### config.mk
export PLATFORM = sky130hd
export DESIGN_NAME = phy_ctrl_reg
export DESIGN_NICKNAME = d
export VERILOG_FILES = /design/src/rtl/phy_ctrl_pkg.sv /design/src/rtl/phy_ctrl_srst_timer.sv /design/src/rtl/phy_ctrl_an_tracker.sv /design/src/rtl/phy_ctrl_reg.sv
export SDC_FILE = /design/constraint.sdc
export NUM_CORES = 1
export LEC_CHECK = 0
export BUFFER_PORTS_ARGS = -buffer_cell sky130_fd_sc_hd__buf_2
export CELL_PAD_IN_SITES_DETAIL_PLACEMENT = 0
export CELL_PAD_IN_SITES_GLOBAL_PLACEMENT = 1
export CORE_MARGIN = 2
export CORE_UTILIZATION = 25
export CTS_CLUSTER_DIAMETER = 200
export DETAILED_ROUTE_END_ITERATION = 12
export PLACE_DENSITY_LB_ADDON = 0.3
export SYNTH_ARGS = -nofsm -noshare
export SYNTH_HDL_FRONTEND = slang
export SYNTH_SLANG_ARGS = --single-unit
### constraint.sdc
create_clock -name clk -period 1.7 [get_ports clk]
set_input_delay 0.34 -clock clk [delete_from_list [all_inputs] [get_ports clk]]
set_output_delay 0.34 -clock clk [all_outputs]
set_load 0.05 [all_outputs]
### src/rtl/phy_ctrl_pkg.sv
`timescale 1ns/1ps
package phy_ctrl_pkg;

    localparam int WORD_W  = 16;
    localparam int PHYAD_W = 5;

    // Bit positions of the control word (decoded by management software)
    localparam int B_SRST = 15;
    localparam int B_LOOP = 14;
    localparam int B_SPD  = 13;
    localparam int B_ANEN = 12;
    localparam int B_LPWR = 11;
    localparam int B_ISO  = 10;
    localparam int B_ANRS = 9;
    localparam int B_DPX  = 8;
    localparam int B_COL  = 7;

    typedef struct packed {
        logic loopback;
        logic speed100;
        logic an_en;
        logic low_pwr;
        logic isolate;
        logic full_dpx;
        logic col_test;
    } ctrl_fields_t;

    function automatic ctrl_fields_t ctrl_defaults(input logic [PHYAD_W-1:0] strap);
        ctrl_fields_t f;
        f.loopback = 1'b0;
        f.speed100 = 1'b1;
        f.an_en    = 1'b1;
        f.low_pwr  = 1'b0;
        f.isolate  = (strap == '0);
        f.full_dpx = 1'b0;
        f.col_test = 1'b0;
        return f;
    endfunction

    function automatic ctrl_fields_t fields_from_word(input logic [WORD_W-1:0] w);
        ctrl_fields_t f;
        f.loopback = w[B_LOOP];
        f.speed100 = w[B_SPD];
        f.an_en    = w[B_ANEN];
        f.low_pwr  = w[B_LPWR];
        f.isolate  = w[B_ISO];
        f.full_dpx = w[B_DPX];
        f.col_test = w[B_COL];
        return f;
    endfunction

    function automatic logic [WORD_W-1:0] word_from_fields(input ctrl_fields_t f,
                                                           input logic busy,
                                                           input logic an_pend);
        logic [WORD_W-1:0] w;
        w         = '0;
        w[B_SRST] = busy;
        w[B_LOOP] = f.loopback;
        w[B_SPD]  = f.speed100;
        w[B_ANEN] = f.an_en;
        w[B_LPWR] = f.low_pwr;
        w[B_ISO]  = f.isolate;
        w[B_ANRS] = an_pend;
        w[B_DPX]  = f.full_dpx;
        w[B_COL]  = f.col_test;
        return w;
    endfunction

endpackage

### src/rtl/phy_ctrl_srst_timer.sv
`timescale 1ns/1ps
module phy_ctrl_srst_timer #(
    parameter int CYCLES = 16
) (
    input  logic clk,
    input  logic rst_n,
    input  logic start,
    output logic busy
);
    localparam int CNT_W = (CYCLES > 1) ? $clog2(CYCLES) : 1;
    localparam logic [CNT_W-1:0] CNT_LOAD = CNT_W'(CYCLES - 1);

    typedef struct packed {
        logic             busy;
        logic [CNT_W-1:0] cnt;
    } tmr_state_t;

    tmr_state_t st_d, st_q;

    always_comb begin
        st_d = st_q;
        if (start) begin
            st_d.busy = 1'b1;
            st_d.cnt  = CNT_LOAD;
        end else if (st_q.busy) begin
            if (st_q.cnt == '0) begin
                st_d.busy = 1'b0;
            end else begin
                st_d.cnt = st_q.cnt - 1'b1;
            end
        end
    end

    always_ff @(posedge clk) begin
        if (!rst_n) begin
            st_q <= '0;
        end else begin
            st_q <= st_d;
        end
    end

    assign busy = st_q.busy;

endmodule

### src/rtl/phy_ctrl_an_tracker.sv
`timescale 1ns/1ps
module phy_ctrl_an_tracker (
    input  logic clk,
    input  logic rst_n,
    input  logic clear,
    input  logic set,
    input  logic ack,
    output logic pending,
    output logic pulse
);
    typedef struct packed {
        logic pend;
        logic pulse;
    } an_state_t;

    an_state_t st_d, st_q;

    always_comb begin
        st_d       = st_q;
        st_d.pulse = 1'b0;
        if (clear) begin
            st_d.pend = 1'b0;
        end else if (set) begin
            st_d.pend  = 1'b1;
            st_d.pulse = 1'b1;
        end else if (ack) begin
            st_d.pend = 1'b0;
        end
    end

    always_ff @(posedge clk) begin
        if (!rst_n) begin
            st_q <= '0;
        end else begin
            st_q <= st_d;
        end
    end

    assign pending = st_q.pend;
    assign pulse   = st_q.pulse;

endmodule

### src/rtl/phy_ctrl_reg.sv
`timescale 1ns/1ps
module phy_ctrl_reg
    import phy_ctrl_pkg::*;
#(
    parameter int               SRST_CYCLES = 16,
    parameter logic [4:0]       REG_ADDR    = 5'd0
) (
    input  logic        clk,
    input  logic        rst_n,
    input  logic [4:0]  phy_addr_strap,
    input  logic [4:0]  mgmt_addr,
    input  logic        mgmt_wr,
    input  logic [15:0] mgmt_wdata,
    input  logic        mgmt_rd,
    output logic [15:0] mgmt_rdata,
    input  logic        an_ack,
    output logic        ctl_loopback,
    output logic        ctl_speed100,
    output logic        ctl_an_enable,
    output logic        ctl_low_power,
    output logic        ctl_isolate,
    output logic        ctl_full_duplex,
    output logic        ctl_col_test,
    output logic        an_restart_pulse,
    output logic        soft_rst_active
);
    logic         busy;
    logic         an_pend;
    logic         wr_hit;
    logic         srst_start;
    logic         field_wr;
    logic         rd_hit;
    ctrl_fields_t fld_d, fld_q;

    assign wr_hit     = mgmt_wr && (mgmt_addr == REG_ADDR) && !busy;
    assign srst_start = wr_hit && mgmt_wdata[B_SRST];
    assign field_wr   = wr_hit && !mgmt_wdata[B_SRST];
    assign rd_hit     = mgmt_rd && (mgmt_addr == REG_ADDR);

    phy_ctrl_srst_timer #(
        .CYCLES (SRST_CYCLES)
    ) u_srst (
        .clk   (clk),
        .rst_n (rst_n),
        .start (srst_start),
        .busy  (busy)
    );

    phy_ctrl_an_tracker u_an (
        .clk     (clk),
        .rst_n   (rst_n),
        .clear   (srst_start),
        .set     (field_wr && mgmt_wdata[B_ANRS]),
        .ack     (an_ack),
        .pending (an_pend),
        .pulse   (an_restart_pulse)
    );

    always_comb begin
        fld_d = fld_q;
        if (srst_start) begin
            fld_d = ctrl_defaults(phy_addr_strap);
        end else if (field_wr) begin
            fld_d = fields_from_word(mgmt_wdata);
        end
    end

    always_ff @(posedge clk) begin
        if (!rst_n) begin
            fld_q <= ctrl_defaults(phy_addr_strap);
        end else begin
            fld_q <= fld_d;
        end
    end

    assign mgmt_rdata      = rd_hit ? word_from_fields(fld_q, busy, an_pend) : '0;
    assign ctl_loopback    = fld_q.loopback;
    assign ctl_speed100    = fld_q.speed100;
    assign ctl_an_enable   = fld_q.an_en;
    assign ctl_low_power   = fld_q.low_pwr;
    assign ctl_isolate     = fld_q.isolate;
    assign ctl_full_duplex = fld_q.full_dpx;
    assign ctl_col_test    = fld_q.col_test;
    assign soft_rst_active = busy;

endmodule

==> results of run 1 <==
[cell type report]
class	count	area (um2)	area share, %
Timing Repair Buffer	46	299.0	25.67
Clock buffer	3	22.52	1.933
Clock inverter	1	3.754	0.3222
Tap cell	44	55.05	4.726
Sequential cell	14	294.0	25.24
Multi-Input combinational cell	72	467.9	40.17
Inverter	6	22.52	1.933
[synth_stat cells]
cell type / count / area (um2)
edfxtp_1: 1 / 30.03
a31oi_1: 5 / 31.28
mux2i_1: 1 / 10.01
buf_4: 7 / 52.55
dfxtp_1: 13 / 260.3
nor4_1: 4 / 25.02
nor3b_1: 2 / 15.01
and2_2: 1 / 7.510
and2b_2: 1 / 8.760
or4b_1: 4 / 40.04
nand3_1: 1 / 5.000
or3_1: 2 / 12.51
buf_6: 1 / 11.26
a21oi_1: 6 / 30.03
nand4_1: 1 / 6.260
clkbuf_1: 3 / 11.26
o211a_1: 1 / 10.01
conb_1: 1 / 3.750
and3_1: 1 / 6.260
and2_1: 8 / 50.05
or3b_2: 1 / 8.760
nor2b_1: 1 / 6.260
o22ai_1: 1 / 6.260
a311oi_1: 1 / 8.760
nand2b_1: 1 / 6.260
inv_1: 5 / 18.77
ha_1: 2 / 25.02
nor4b_1: 1 / 8.760
clkinv_1: 1 / 3.750
nor2_1: 2 / 7.510
nand2_1: 5 / 18.77
and3b_1: 1 / 8.760
nor3_1: 2 / 10.01
o21ai_0: 8 / 40.04
or4b_4: 1 / 13.76
[report_power, final]
group / total [mW] / switching, mW / internal (mW)
clock network: 0.196 / 0.111 / 0.0851
logic: 0.114 / 0.0771 / 0.0366
registers: 0.334 / 0.00147 / 0.332
total: 0.643 / 0.189 / 0.454
[registers in the layout, indices dropped and copies added, names as in the netlist]
| name | flops |
|---|---|
| ctl_full_duplex | 1 |
| ctl_speed100 | 1 |
| u_an.pending | 1 |
| ctl_an_enable | 1 |
| u_srst.st_q | 4 |
| ctl_col_test | 1 |
| ctl_loopback | 1 |
| u_an.pulse | 1 |
| ctl_isolate | 1 |
| ctl_low_power | 1 |
| u_srst.busy | 1 |
[logic make-up (layout without fill, tap and decap cells)]
family,Yosys count,in the layout,share of synthesized area [%]
compound gates,22,22,15.44
other cells,1,7,0.4583
buf+inv,17,56,11.93
simple gates,40,40,32.42
mux,1,1,1.223
fa+ha+maj,2,2,3.058
flops,14,14,35.47
[layer usage]
metal  wire [um]  vias up  global-route usage (%)
met5           0        -                       0
met4          24        0                   5.590
met3         166        4                   2.731
met2         862       34                   17.63
met1        1024      376                   15.60
li1            -      427                       -
[how the worst max path moves through the flow]
stage and to:
4_1_cts mgmt_rdata[13], 3_3_place_gp mgmt_rdata[8], 5_1_grt mgmt_rdata[14], 2_1_floorplan mgmt_rdata[10], 6_report ctl_loopback, 3_5_place_dp mgmt_rdata[13]
[tightest hold or removal path, cell delays in order]
cell and delay, ns:
buf_2 0.11, nand2_1 0.06, nor4_1 0.04
[through the flow]
stage,instances,utilization (%)
floorplan,103,-
global placement,182,35.00
detailed placement,182,35.00
CTS,186,36.75
global route,186,37.85
finish,186,37.85
[repair_timing]
item                       in CTS  in global routing
gates resized for setup        10                  9
hold endpoints to repair        0                  0
setup endpoints to repair       9                  9
==> results_dict.tcl, run 1 <==
set metrics [dict create \
    dr_total_vias 841 \
    diodes 0 \
    power.density_nw_per_um2 552.2 \
    worstHoldStart "mgmt_wdata[9]" \
    gp_congestion 0.6749 \
    period_needed_ns 1.624 \
    min_path_type "in -> reg" \
    startpoint "u_srst.busy" \
    synth.cell_area_um2 818.3 \
    fin_total_pwr_mw 0.6432 \
    initial_utilization_pct 26.59 \
    slew_viol_final 0 \
    die_x_um 61.21 \
    overflow 0 \
    tritoncts "built" \
    ir_drop_v 0.0001399 \
    firstDrtPassIters 4 \
    clk_pin_slew_ns 0.09 \
    nFillCells 344 \
    cts_sinks 14 \
    setup_viol 0 \
    hold_viol 0 \
    wirelength_mm 2.077 \
    drc 0 \
    drive_above_1_share_pct 44.37 \
    layout_common_cells "32 x buf_2, 12 x dfxtp_1, 9 x and2_2, 9 x buf_6, 8 x o21ai_0" \
    grt_util_all_layers_pct 11.66 \
    synth_warnings 0 \
    fp.dieH_um 61.21 \
    path_class "reg -> reg" \
    critical_path.startpoint_type "flop" \
    cts_buffer_depth 2 \
    critPathTopFamily "simple AND/OR/NAND/NOR gates" \
    cpMaxStageDelayCell "or4b_4" \
    status "complete, no violations" \
    syn-instance-count 97 \
    clkLatencyLatePin_ns 0.28 \
    cts_buffers 3 \
    ant_nets 0 \
    syn_avg_cell_area_um2 8.436 \
    hold_slack_ns 0.2927 \
    die-area_um2 3747 \
    numPortBuffers 41 \
    cap_violations 0 \
    period_share_pct 95.55 \
    antenna_found_initial 0 \
    finish.instance_area_um2 1165 \
    areaGrowthSynthToFinish_pct 42.36 \
    io_pins 56 \
    path_depth 3 \
    grt_max_degree 11 \
    setup_slack_ns 0.07566 \
    final_common_cell "buf_2" \
    cp_cell_sequence "or4b_4 > or4b_1 > a21oi_1" \
    p_leak_nw 0.5203 \
    clock_skew_ns 0.008775 \
    nets 176 \
    hold_depth 3 \
    drt_iter0_markers 22 \
    core_um2 3078 \
    clock-root-buffer "clkbuf_4" \
    endpoint_kind "flop" \
    setup_tns_ns 0 \
    preCtsSetupSlack_ns -0.1208 \
    rsz0062_at_grt "no" \
    cp.arrival_ns 1.83 \
    worst_r2r_path_depth 3 \
    synth_seq_cells 14 \
    synth_cell_types 35 \
    r2r-end "ctl_loopback" \
    dp_hpwl_mm 1.647 \
    max_stage_delay_ns 0.54 \
    r2r_start "u_srst.busy" \
    grt_pass1_wl_mm 3.118 \
    cts-htree-levels 1 \
    vias_per_cell 4.522 \
    path_max_fanout 8 \
    fmax_mhz 615.6 \
    critPathRequiredTime_ns 1.90 \
    reg2reg_slack_ns 0.08 \
    critPathBufInv 0 \
    min_to "u_an.pulse" \
    yosysSeqAreaShare_pct 35.47 \
    place_area_um2 1077 \
    routedWlPerCell_um 11.17 \
    grt_pass1_vias 713 \
    rows 20 \
    postCtsHoldBufs 0 \
    post_cts_buffers 0 \
]
No activity file was read; power rests on OpenSTA's default activity.
==> inputs of run 2 (changes only) <==
--- a/config.mk
+++ b/config.mk
@@ -6,13 +6,12 @@
 export NUM_CORES = 1
 export LEC_CHECK = 0
 export BUFFER_PORTS_ARGS = -buffer_cell sky130_fd_sc_hd__buf_2
-export CELL_PAD_IN_SITES_DETAIL_PLACEMENT = 0
-export CELL_PAD_IN_SITES_GLOBAL_PLACEMENT = 1
 export CORE_MARGIN = 2
-export CORE_UTILIZATION = 25
+export CORE_UTILIZATION = 36
 export CTS_CLUSTER_DIAMETER = 200
 export DETAILED_ROUTE_END_ITERATION = 12
 export PLACE_DENSITY_LB_ADDON = 0.3
+export REMOVE_ABC_BUFFERS = 1
 export SYNTH_ARGS = -nofsm -noshare
 export SYNTH_HDL_FRONTEND = slang
 export SYNTH_SLANG_ARGS = --single-unit
==> results_dict.tcl, run 2 (same netlist as run 1, synthesis figures left out) <==
set metrics [dict create \
    status "complete, no violations" \
    endpoint_kind "output port" \
    regMostFlops "u_srst.st_q" \
    dpl.cell_count 166 \
    period_share_pct 94.88 \
    cts_buffer_depth 2 \
    die_x_um 51.68 \
    cts-htree-levels 1 \
    routedWlPerCell_um 11.41 \
    clock_skew_ns 0.008298 \
    overflow 0 \
    slew_viol_final 0 \
    drt_iter0_markers 11 \
    dr_total_vias 840 \
    path_class "in -> out" \
    post_cts_buffers 0 \
    firstDrtPassIters 4 \
    fp.dieH_um 51.68 \
    dp_hpwl_mm 1.567 \
    clkLatencyLatePin_ns 0.28 \
    rsz0062_at_grt "no" \
    cap_violations 0 \
    setup_slack_ns 0.08706 \
    grt_pass1_vias 763 \
    clk_pin_slew_ns 0.09 \
    tritoncts "built" \
    p_leak_nw 0.5044 \
    setup_viol 0 \
    core_um2 2170 \
    vias_per_cell 4.941 \
    power.density_nw_per_um2 582.5 \
    critical_path.startpoint_type "input pin" \
    postLayoutCoreUtil_pct 50.81 \
    ir_drop_v 0.0004000 \
    final_cells 170 \
    period_needed_ns 1.613 \
    antenna_found_initial 0 \
    wirelength_mm 1.939 \
    preCtsSetupSlack_ns -0.1693 \
    cts_sinks 14 \
    numPortBuffers 41 \
    final_common_cell "buf_2" \
    layout_common_cells "32 x buf_2, 14 x buf_4, 13 x dfxtp_1" \
    rows 17 \
    initial_utilization_pct 37.72 \
    grt_max_degree 11 \
    drc 0 \
    critPathRequiredTime_ns 1.36 \
    diodes 0 \
    largest_reg_flops 4 \
    grt_util_all_layers_pct 15.41 \
    io_pins 56 \
    die-area_um2 2670 \
    cp.arrival_ns 1.27 \
    areaGrowthSynthToFinish_pct 34.71 \
    grt_pass1_wl_mm 3.070 \
    fmax_mhz 620.0 \
    cts_buffers 3 \
    nets 176 \
    postCtsHoldBufs 0 \
    clock-root-buffer "clkbuf_4" \
    hold_viol 0 \
    path_max_fanout 9 \
    min_path_type "in -> reg" \
    ant_nets 0 \
    gp_congestion 0.7730 \
    drive_above_1_share_pct 38.73 \
]
[run 2: changes by cell type in the layout (fill, tap and decap cells not counted), sizes merged]
cell,delta
clkinv,-1
clkbuf,+1
[run 2: final timing paths]
kind,depth (start not counted),start,to,slack (ns)
worst max register to register,3,u_srst.busy,ctl_low_power,0.12
worst min-delay path,3,mgmt_wdata[9],u_an.pulse,0.30
worst max-delay path,5,mgmt_addr[4],mgmt_rdata[15],0.09
worst min register to register,2,ctl_col_test,ctl_col_test,0.49
[run 2: area by class of cell]
| cell class | instances | area (um2) |
|---|---|---|
| inverters | 6 | 22.52 |
| clock buffers | 4 | 26.28 |
| repair buffers | 46 | 265.3 |
| well taps | 28 | 35.03 |
| fillers | 236 | 1067 |
| flip-flops and latches | 14 | 290.3 |
| multi-input cells | 72 | 462.9 |
[run 2: metrics by stage]
stage	TNS [ns]	hold WS, ns	cell area, um2	power [mW]
floorplan	-0.9317	0.4155	765.7	0.4080
global placement	-1.303	0.4660	1044	0.4526
detailed placement	-1.390	0.4758	1044	0.4542
CTS	0	0.2974	1097	0.6503
global route	0	0.3165	1102	0.6752
finish	0	0.3007	1102	0.6421
[run 2: report_power, final]
group          switching (mW)  internal [mW]
registers             0.00136          0.334
logic                  0.0771         0.0362
clock network           0.103         0.0909
total                   0.181          0.461
[run 2: routing by layer]
metal	share of wire, %	wire length (um)	global-route usage [%]	up-vias
met4	0.52	10	4.825	0
met3	6.8	131	4.885	2
met2	51	994	28.63	29
met5	0	0	0	-
li1	-	-	-	425
met1	41	802	16.37	384
[run 2: critical path, cell delays in order]
cell and delay [ns]:
buf_2 0.11, nor3_2 0.22, and3_4 0.27, and2_2 0.15, buf_4 0.18
[run 2: repair_timing]
item,CTS,global route
setup endpoints to repair,9,9
cloned,0,0
gates resized for setup,11,1
